===== src/rtl/mbox_pkg.sv =====
package mbox_pkg;
  // Bit positions inside the first (control) register
  localparam int PEND_BIT = 3;
  localparam int REQ_BIT  = 2;
  localparam int EN_BIT   = 1;
  localparam int GP_LO    = 4;

  // Interrupt events passed from control to datapath
  typedef struct packed {
    logic setPend;   // host asked to interrupt the processor
    logic clrPend;   // firmware wrote 1 to the pending bit
    logic ackReq;    // host acknowledged the processor request
  } ctlStrobes_t;
endpackage


===== src/rtl/mbox_ctrl.sv =====
module mbox_ctrl
  import mbox_pkg::*;
#(
  parameter int ADDR_W    = 24,
  parameter int NUM_REGS  = 3,
  parameter logic [ADDR_W-1:0] BASE_ADDR = 24'h800000,
  parameter int STRIDE    = 4
) (
  input  logic                clk,
  input  logic                rstN,
  input  logic                procSel,
  input  logic                procWe,
  input  logic [ADDR_W-1:0]   procAddr,
  input  logic                pendBitVal,
  input  logic                hostIrqReq,
  input  logic                hostAck,
  output logic [NUM_REGS-1:0] wrSel,
  output logic [NUM_REGS-1:0] rdSel,
  output ctlStrobes_t         strobes
);
  logic [NUM_REGS-1:0] hit;

  for (genvar i = 0; i < NUM_REGS; i++) begin : g_dec
    localparam logic [ADDR_W-1:0] REG_ADDR = BASE_ADDR + ADDR_W'(i * STRIDE);
    assign hit[i]   = procSel && (procAddr == REG_ADDR);
    assign wrSel[i] = hit[i] && procWe;
    assign rdSel[i] = hit[i] && !procWe;
  end

  always_comb begin
    strobes.setPend = hostIrqReq;
    strobes.clrPend = wrSel[0] && pendBitVal;
    strobes.ackReq  = hostAck;
  end

  // at most one register selected per access
  p_single_decode_r2: assert property (@(posedge clk) disable iff (!rstN)
    $onehot0(wrSel | rdSel));
  // nothing selected without a bus access
  p_idle_no_select_r9: assert property (@(posedge clk) disable iff (!rstN)
    !procSel |-> (wrSel == '0 && rdSel == '0));
endmodule


===== src/rtl/mbox_dp.sv =====
module mbox_dp
  import mbox_pkg::*;
#(
  parameter int DATA_W   = 16,
  parameter int NUM_REGS = 3,
  localparam int NUM_BYTES = NUM_REGS * DATA_W / 8
) (
  input  logic                       clk,
  input  logic                       rstN,
  input  logic [NUM_REGS-1:0]        wrSel,
  input  logic [NUM_REGS-1:0]        rdSel,
  input  ctlStrobes_t                strobes,
  input  logic [DATA_W-1:0]          wdata,
  output logic [DATA_W-1:0]          rdata,
  output logic                       irqToProc,
  output logic                       irqToHost,
  output logic [NUM_BYTES-1:0][7:0]  hostMirror
);
  logic [DATA_W-1:GP_LO] gpQ;
  logic pendQ, reqQ, enQ;
  logic [DATA_W-1:0] plainQ [1:NUM_REGS-1];
  logic [NUM_REGS-1:0][DATA_W-1:0] regVal;

  // Control register: general bits, enable, and the two interrupt flags
  always_ff @(posedge clk or negedge rstN) begin
    if (!rstN) begin
      gpQ   <= '0;
      enQ   <= 1'b0;
      pendQ <= 1'b0;
      reqQ  <= 1'b0;
    end else begin
      if (wrSel[0]) begin
        gpQ <= wdata[DATA_W-1:GP_LO];
        enQ <= wdata[EN_BIT];
      end
      // Host set has priority over firmware clear
      if (strobes.setPend)      pendQ <= 1'b1;
      else if (strobes.clrPend) pendQ <= 1'b0;
      // Firmware write has priority over host acknowledge
      if (wrSel[0])             reqQ <= wdata[REQ_BIT];
      else if (strobes.ackReq)  reqQ <= 1'b0;
    end
  end

  // Plain general-purpose registers
  for (genvar i = 1; i < NUM_REGS; i++) begin : g_plain
    always_ff @(posedge clk or negedge rstN) begin
      if (!rstN)         plainQ[i] <= '0;
      else if (wrSel[i]) plainQ[i] <= wdata;
    end
    assign regVal[i] = plainQ[i];

    // register holds when not written
    p_plain_hold_r9: assert property (@(posedge clk) disable iff (!rstN)
      !wrSel[i] |=> $stable(plainQ[i]));
  end

  always_comb begin
    regVal[0]          = '0;
    regVal[0][DATA_W-1:GP_LO] = gpQ;
    regVal[0][PEND_BIT] = pendQ;
    regVal[0][REQ_BIT]  = reqQ;
    regVal[0][EN_BIT]   = enQ;
  end

  // Read multiplexer, zero when nothing selected
  always_comb begin
    rdata = '0;
    for (int i = 0; i < NUM_REGS; i++) begin
      if (rdSel[i]) rdata = rdata | regVal[i];
    end
  end

  // Host byte views
  for (genvar k = 0; k < NUM_BYTES; k++) begin : g_mirror
    assign hostMirror[k] = regVal[k / 2][(k % 2) * 8 +: 8];
  end

  assign irqToProc = pendQ && enQ;
  assign irqToHost = reqQ;

  // host request always leaves the flag set
  p_req_sets_pend_r3: assert property (@(posedge clk) disable iff (!rstN)
    strobes.setPend |=> pendQ);
  // clear without competing request drops the flag
  p_clear_drops_pend_r3: assert property (@(posedge clk) disable iff (!rstN)
    (strobes.clrPend && !strobes.setPend) |=> !pendQ);
  // flag can only rise through a host request
  p_pend_rise_cause_r3: assert property (@(posedge clk) disable iff (!rstN)
    (!pendQ && !strobes.setPend) |=> !pendQ);
  // acknowledge without a write drops the request
  p_ack_drops_req_r6: assert property (@(posedge clk) disable iff (!rstN)
    (strobes.ackReq && !wrSel[0]) |=> !irqToHost);
  // writing 1 always raises the host interrupt, even with acknowledge
  p_write_beats_ack_r7: assert property (@(posedge clk) disable iff (!rstN)
    (wrSel[0] && wdata[REQ_BIT]) |=> irqToHost);
  // control bits hold when not written
  p_ctl_hold_r9: assert property (@(posedge clk) disable iff (!rstN)
    !wrSel[0] |=> ($stable(gpQ) && $stable(enQ)));
  // reserved bit never seen by the host
  p_reserved_zero_r10: assert property (@(posedge clk) disable iff (!rstN)
    hostMirror[0][0] == 1'b0);
endmodule


===== src/rtl/proc_host_mailbox.sv =====
module proc_host_mailbox
  import mbox_pkg::*;
#(
  parameter int ADDR_W    = 24,
  parameter int DATA_W    = 16,
  parameter int NUM_REGS  = 3,
  parameter logic [ADDR_W-1:0] BASE_ADDR = 24'h800000,
  parameter int STRIDE    = 4,
  localparam int NUM_BYTES = NUM_REGS * DATA_W / 8
) (
  input  logic                      clk,
  input  logic                      rstN,
  input  logic                      procSel,
  input  logic                      procWe,
  input  logic [ADDR_W-1:0]         procAddr,
  input  logic [DATA_W-1:0]         procWdata,
  output logic [DATA_W-1:0]         procRdata,
  input  logic                      hostIrqReq,
  input  logic                      hostAck,
  output logic                      irqToProc,
  output logic                      irqToHost,
  output logic [NUM_BYTES-1:0][7:0] hostMirror
);
  logic [NUM_REGS-1:0] wrSel;
  logic [NUM_REGS-1:0] rdSel;
  ctlStrobes_t strobes;

  mbox_ctrl #(
    .ADDR_W(ADDR_W), .NUM_REGS(NUM_REGS),
    .BASE_ADDR(BASE_ADDR), .STRIDE(STRIDE)
  ) u_ctrl (
    .clk(clk), .rstN(rstN),
    .procSel(procSel), .procWe(procWe), .procAddr(procAddr),
    .pendBitVal(procWdata[PEND_BIT]),
    .hostIrqReq(hostIrqReq), .hostAck(hostAck),
    .wrSel(wrSel), .rdSel(rdSel), .strobes(strobes)
  );

  mbox_dp #(
    .DATA_W(DATA_W), .NUM_REGS(NUM_REGS)
  ) u_dp (
    .clk(clk), .rstN(rstN),
    .wrSel(wrSel), .rdSel(rdSel), .strobes(strobes),
    .wdata(procWdata), .rdata(procRdata),
    .irqToProc(irqToProc), .irqToHost(irqToHost),
    .hostMirror(hostMirror)
  );

  // processor interrupt only while enabled and pending
  p_irq_gated_r4: assert property (@(posedge clk) disable iff (!rstN)
    irqToProc |-> (hostMirror[0][EN_BIT] && hostMirror[0][PEND_BIT]));
endmodule


===== config.mk =====
export PLATFORM = sky130hd
export DESIGN_NAME = proc_host_mailbox
export DESIGN_NICKNAME = d
export VERILOG_FILES = /design/src/rtl/mbox_pkg.sv /design/src/rtl/mbox_ctrl.sv /design/src/rtl/mbox_dp.sv /design/src/rtl/proc_host_mailbox.sv
export SDC_FILE = /design/constraint.sdc
export NUM_CORES = 1
export LEC_CHECK = 0
export CAP_MARGIN = 20
export CORE_MARGIN = 2
export CORE_UTILIZATION = 40
export CTS_CLUSTER_SIZE = 40
export DETAILED_ROUTE_END_ITERATION = 8
export PLACE_DENSITY = 0.8
export SETUP_SLACK_MARGIN = 0.1
export SYNTH_ARGS = -nofsm -noshare
export SYNTH_HDL_FRONTEND = slang
export SYNTH_HIERARCHICAL = 1
export SYNTH_SLANG_ARGS = --single-unit

===== constraint.sdc =====
create_clock -name clk -period 3.73 [get_ports clk]
set_input_delay 0.746 -clock clk [delete_from_list [all_inputs] [get_ports clk]]
set_output_delay 0.746 -clock clk [all_outputs]
set_load 0.1 [all_outputs]

==> run_results.csv <==
group,metric,value,unit
outcome,status,"complete, no violations",
floorplanning,coreArea,5470,um2
setup_path,start_kind,"input port",
logic_synthesis,synth_top_family_by_area,"multiplexers",
timing,skew,0,ns
route,drt_iter0_drc,123,
setup_path,end_kind,"primary output",
power_and_ir_drop,seq_power_share,52.1,%
logic_synthesis,yosys_warnings,6,
logic_synthesis,yosys.area_share.simple,7.82,%
route,drt_first_pass_iters,5,
timing,relSlewSlack,33.8,%
flow_run,cap_violations,0,
setup_path,arrival,2.77,ns
timing,rsz0062_at_grt,"false",
setup_path,crit_required,2.98,ns
timing,drv_slew,0,
layout,final_cells,354,
logic_synthesis,synth.largest_area_cell,"dfrtp_1",
logic_synthesis,synth.area.top_cells,"dfrtp_1, mux2_2, a222oi_1",
power_and_ir_drop,peakVddDrop,0.197,mV
timing,setup_ws,0.213,ns
setup_path,critPathMaxFanout,12,
global_route,grt-ovfl-total,0,
placed_design,place_hpwl,4470,um
cts,clkSlewWorstSetupHoldPaths,0.09,ns
setup_path,cp_cell_sequence,"clkdlybuf4s50_1 -> nor4b_2 -> nand4_4 -> nor4_4 -> buf_4 -> a222oi_1 -> inv_1 -> buf_12",
floorplanning,row_count,27,
global_route,grt_pass1_vias,1927,
cts,cts.sinks,47,
cts,cts_tree,"yes",
logic_synthesis,synthMostInstantiatedCell,"dfrtp_1",
route,ant_nets,0,
logic_synthesis,mappedNetlistArea,2250,um2
timing,max_slew.worst_pin.slew,0.989,ns
setup_path,path_buf_inv,4,
layout,n_fill_cell,416,
setup_path,crit_family,"simple AND/OR/NAND/NOR gates",
logic_synthesis,synth_cells,166,
cts,clk_latency,0.28,ns
power_and_ir_drop,p_clk_share,39.7,%
timing,setup_viol,0,
power_and_ir_drop,netSwitchingFraction,20.5,%
power_and_ir_drop,p_int,777,uW
global_route,track_usage,19.2,%
timing,clock.fmax,284,MHz
setup_path,worst-setup-path-type,"input port to primary output",
cts,postCtsSetupBuffers,0,
route,wl,5890,um
route,via_count,1827,
global_route,antenna_found_initial,0,
route,wl_per_cell,16.6,um
cts,clockRootBuffer,"clkbuf_8",
logic_synthesis,synth-compound-area-share,7.66,%
timing,hold_viol,0,
logic_synthesis,synth_edf_count,0,
route,drc_errors,0,
timing,post-route-period-util,94.3,%
layout,layout-drive-gt1-share,37.2,%
logic_synthesis,synth_xor_xnor_area_share,0,%
logic_synthesis,async_reset_ff_share,100,%
layout,diodes,0,
power_and_ir_drop,p_switching,201,uW
layout,fin_nets,327,
logic_synthesis,avgSynthCellArea,13.6,um2
floorplanning,die_area,6250,um2
floorplanning,die_w,79.1,um
timing,fin_crit,3.52,ns
cts,numCtsBuffers,5,
global_route,grt_max_degree,48,
min_path,hp-class,"input port to asynchronous set/reset pin",
placed_design,io_buffers,110,
timing,tns,0,ns
placed_design,post-place-ws,0.137,ns
logic_synthesis,yosys_most_used_dff,"dfrtp_1",
logic_synthesis,synth_common_cells,"dfrtp_1, mux2_2, inv_1",
global_route,grt_pass1_wl,9520,um
power_and_ir_drop,power,978,uW
floorplanning,fp.dieH,79.1,um
placed_design,place.gp.congestion,0.731,
layout,area_delta_synth_final,66.9,%
layout,seq_area,1180,um2
placed_design,dp.cells,345,
layout,multiInputGateArea,945,um2
setup_path,crit_path_max_incr_delay,0.41,ns
cts,clockBufferDepth,2,
logic_synthesis,synth_top_area_share,52.2,%
logic_synthesis,synth_seq_cells,47,
logic_synthesis,synth_nets,212,
setup_path,slowest_stage,"clkdlybuf4s50_1",
power_and_ir_drop,p_leak,1.72,nW
floorplanning,ioPinCount,112,
logic_synthesis,synth_fa_ha_area_share,0,%
logic_synthesis,synthMuxAreaShare,23.1,%
logic_synthesis,ys_seq_area_share,52.2,%
logic_synthesis,yosysUniqueCellTypes,23,
route,via_per_inst,5.16,
power_and_ir_drop,powerDensity,260,nW/um2
cts,h-tree-depth,2,
power_and_ir_drop,p_comb_share,8.2,%
floorplanning,start_util,41.2,%
==> registers in the layout, summed over array words and instances (netlist names) <==
name and count:
u_dp/enQ 1, u_dp/pendQ 1, u_dp/hostMirror 32, u_dp/gpQ 12, u_dp/irqToHost 1
==> per-stage QoR <==
stage                     instance area, um2  hold WS [ns]  utilization, %
final                                   3760         0.338            68.7
after global routing                    3760         0.329            68.7
after CTS                               3710         0.543            67.8
after detailed placement                3590         0.522            65.6
after global placement                  3590         0.516            65.6
after floorplan                         2250         0.450               -
==> repair_timing <==
action | CTS | global route
gates resized for setup | 0 | 4
endpoints found under the hold margin | 0 | 0
setup endpoints to repair | 0 | 16
hold buffers | 0 | 0
==> power by group through the flow <==
stage	clock, mW	sequential (mW)	combinational (mW)
after global placement	0	0.519	0.0745
final	0.388	0.509	0.0804
after CTS	0.405	0.509	0.0768
after detailed placement	0	0.519	0.0763
after floorplan	0	0.519	0.0124
after global routing	0.429	0.509	0.0864
==> cell families after synthesis <==
group,Yosys count
DFF,47
buffers and inverters,32
AOI/OAI and AO/OA,18
other,1
muxes,45
and+or+nand+nor,23
==> final timing paths <==
path                       cells past startpoint                start  slack (ns)             endpoint
max                                            8         procAddr[21]        0.21         procRdata[4]
min                                            1                 rstN        0.34          u_dp/gpQ[5]
max reg2reg                                    1  u_dp/hostMirror[17]        2.94  u_dp/hostMirror[17]
min reg2reg                                    1          u_dp/gpQ[9]        0.54          u_dp/gpQ[9]
max in group asynchronous                      2                 rstN        2.90  u_dp/hostMirror[35]
min in group clk                               1          u_dp/gpQ[9]        0.54          u_dp/gpQ[9]
==> cell usage in the layout, fill, tap and decap left out, types with 4 or more instances in the layout <==
| cell | netlist | layout |
|---|---|---|
| buf_12 | 0 | 17 |
| clkdlybuf4s50_1 | 0 | 93 |
| mux2_4 | 4 | 4 |
| clkbuf_8 | 0 | 6 |
| mux2_2 | 41 | 41 |
| inv_1 | 17 | 7 |
| buf_4 | 6 | 12 |
| inv_2 | 0 | 10 |
| a222oi_1 | 15 | 15 |
| dfrtp_1 | 47 | 47 |
==> cell type report <==
class	instances	share of cell area (%)
Timing Repair Buffer	123	36.3
Clock inverter	2	1.03
Multi-Input combinational cell	87	25.1
Sequential cell	47	31.3
Tap cell	72	2.39
Inverter	17	1.70
Clock buffer	6	2.19
==> metal layers <==
metal  GRT usage [%]  wire (um)  vias up
met2            32.9       3060       76
met4            2.93         23        0
met3            4.77        391        4
met1            25.3       2420      907
li1                -          -      840
met5               0          0        -
(Power assumes the default switching activity.)
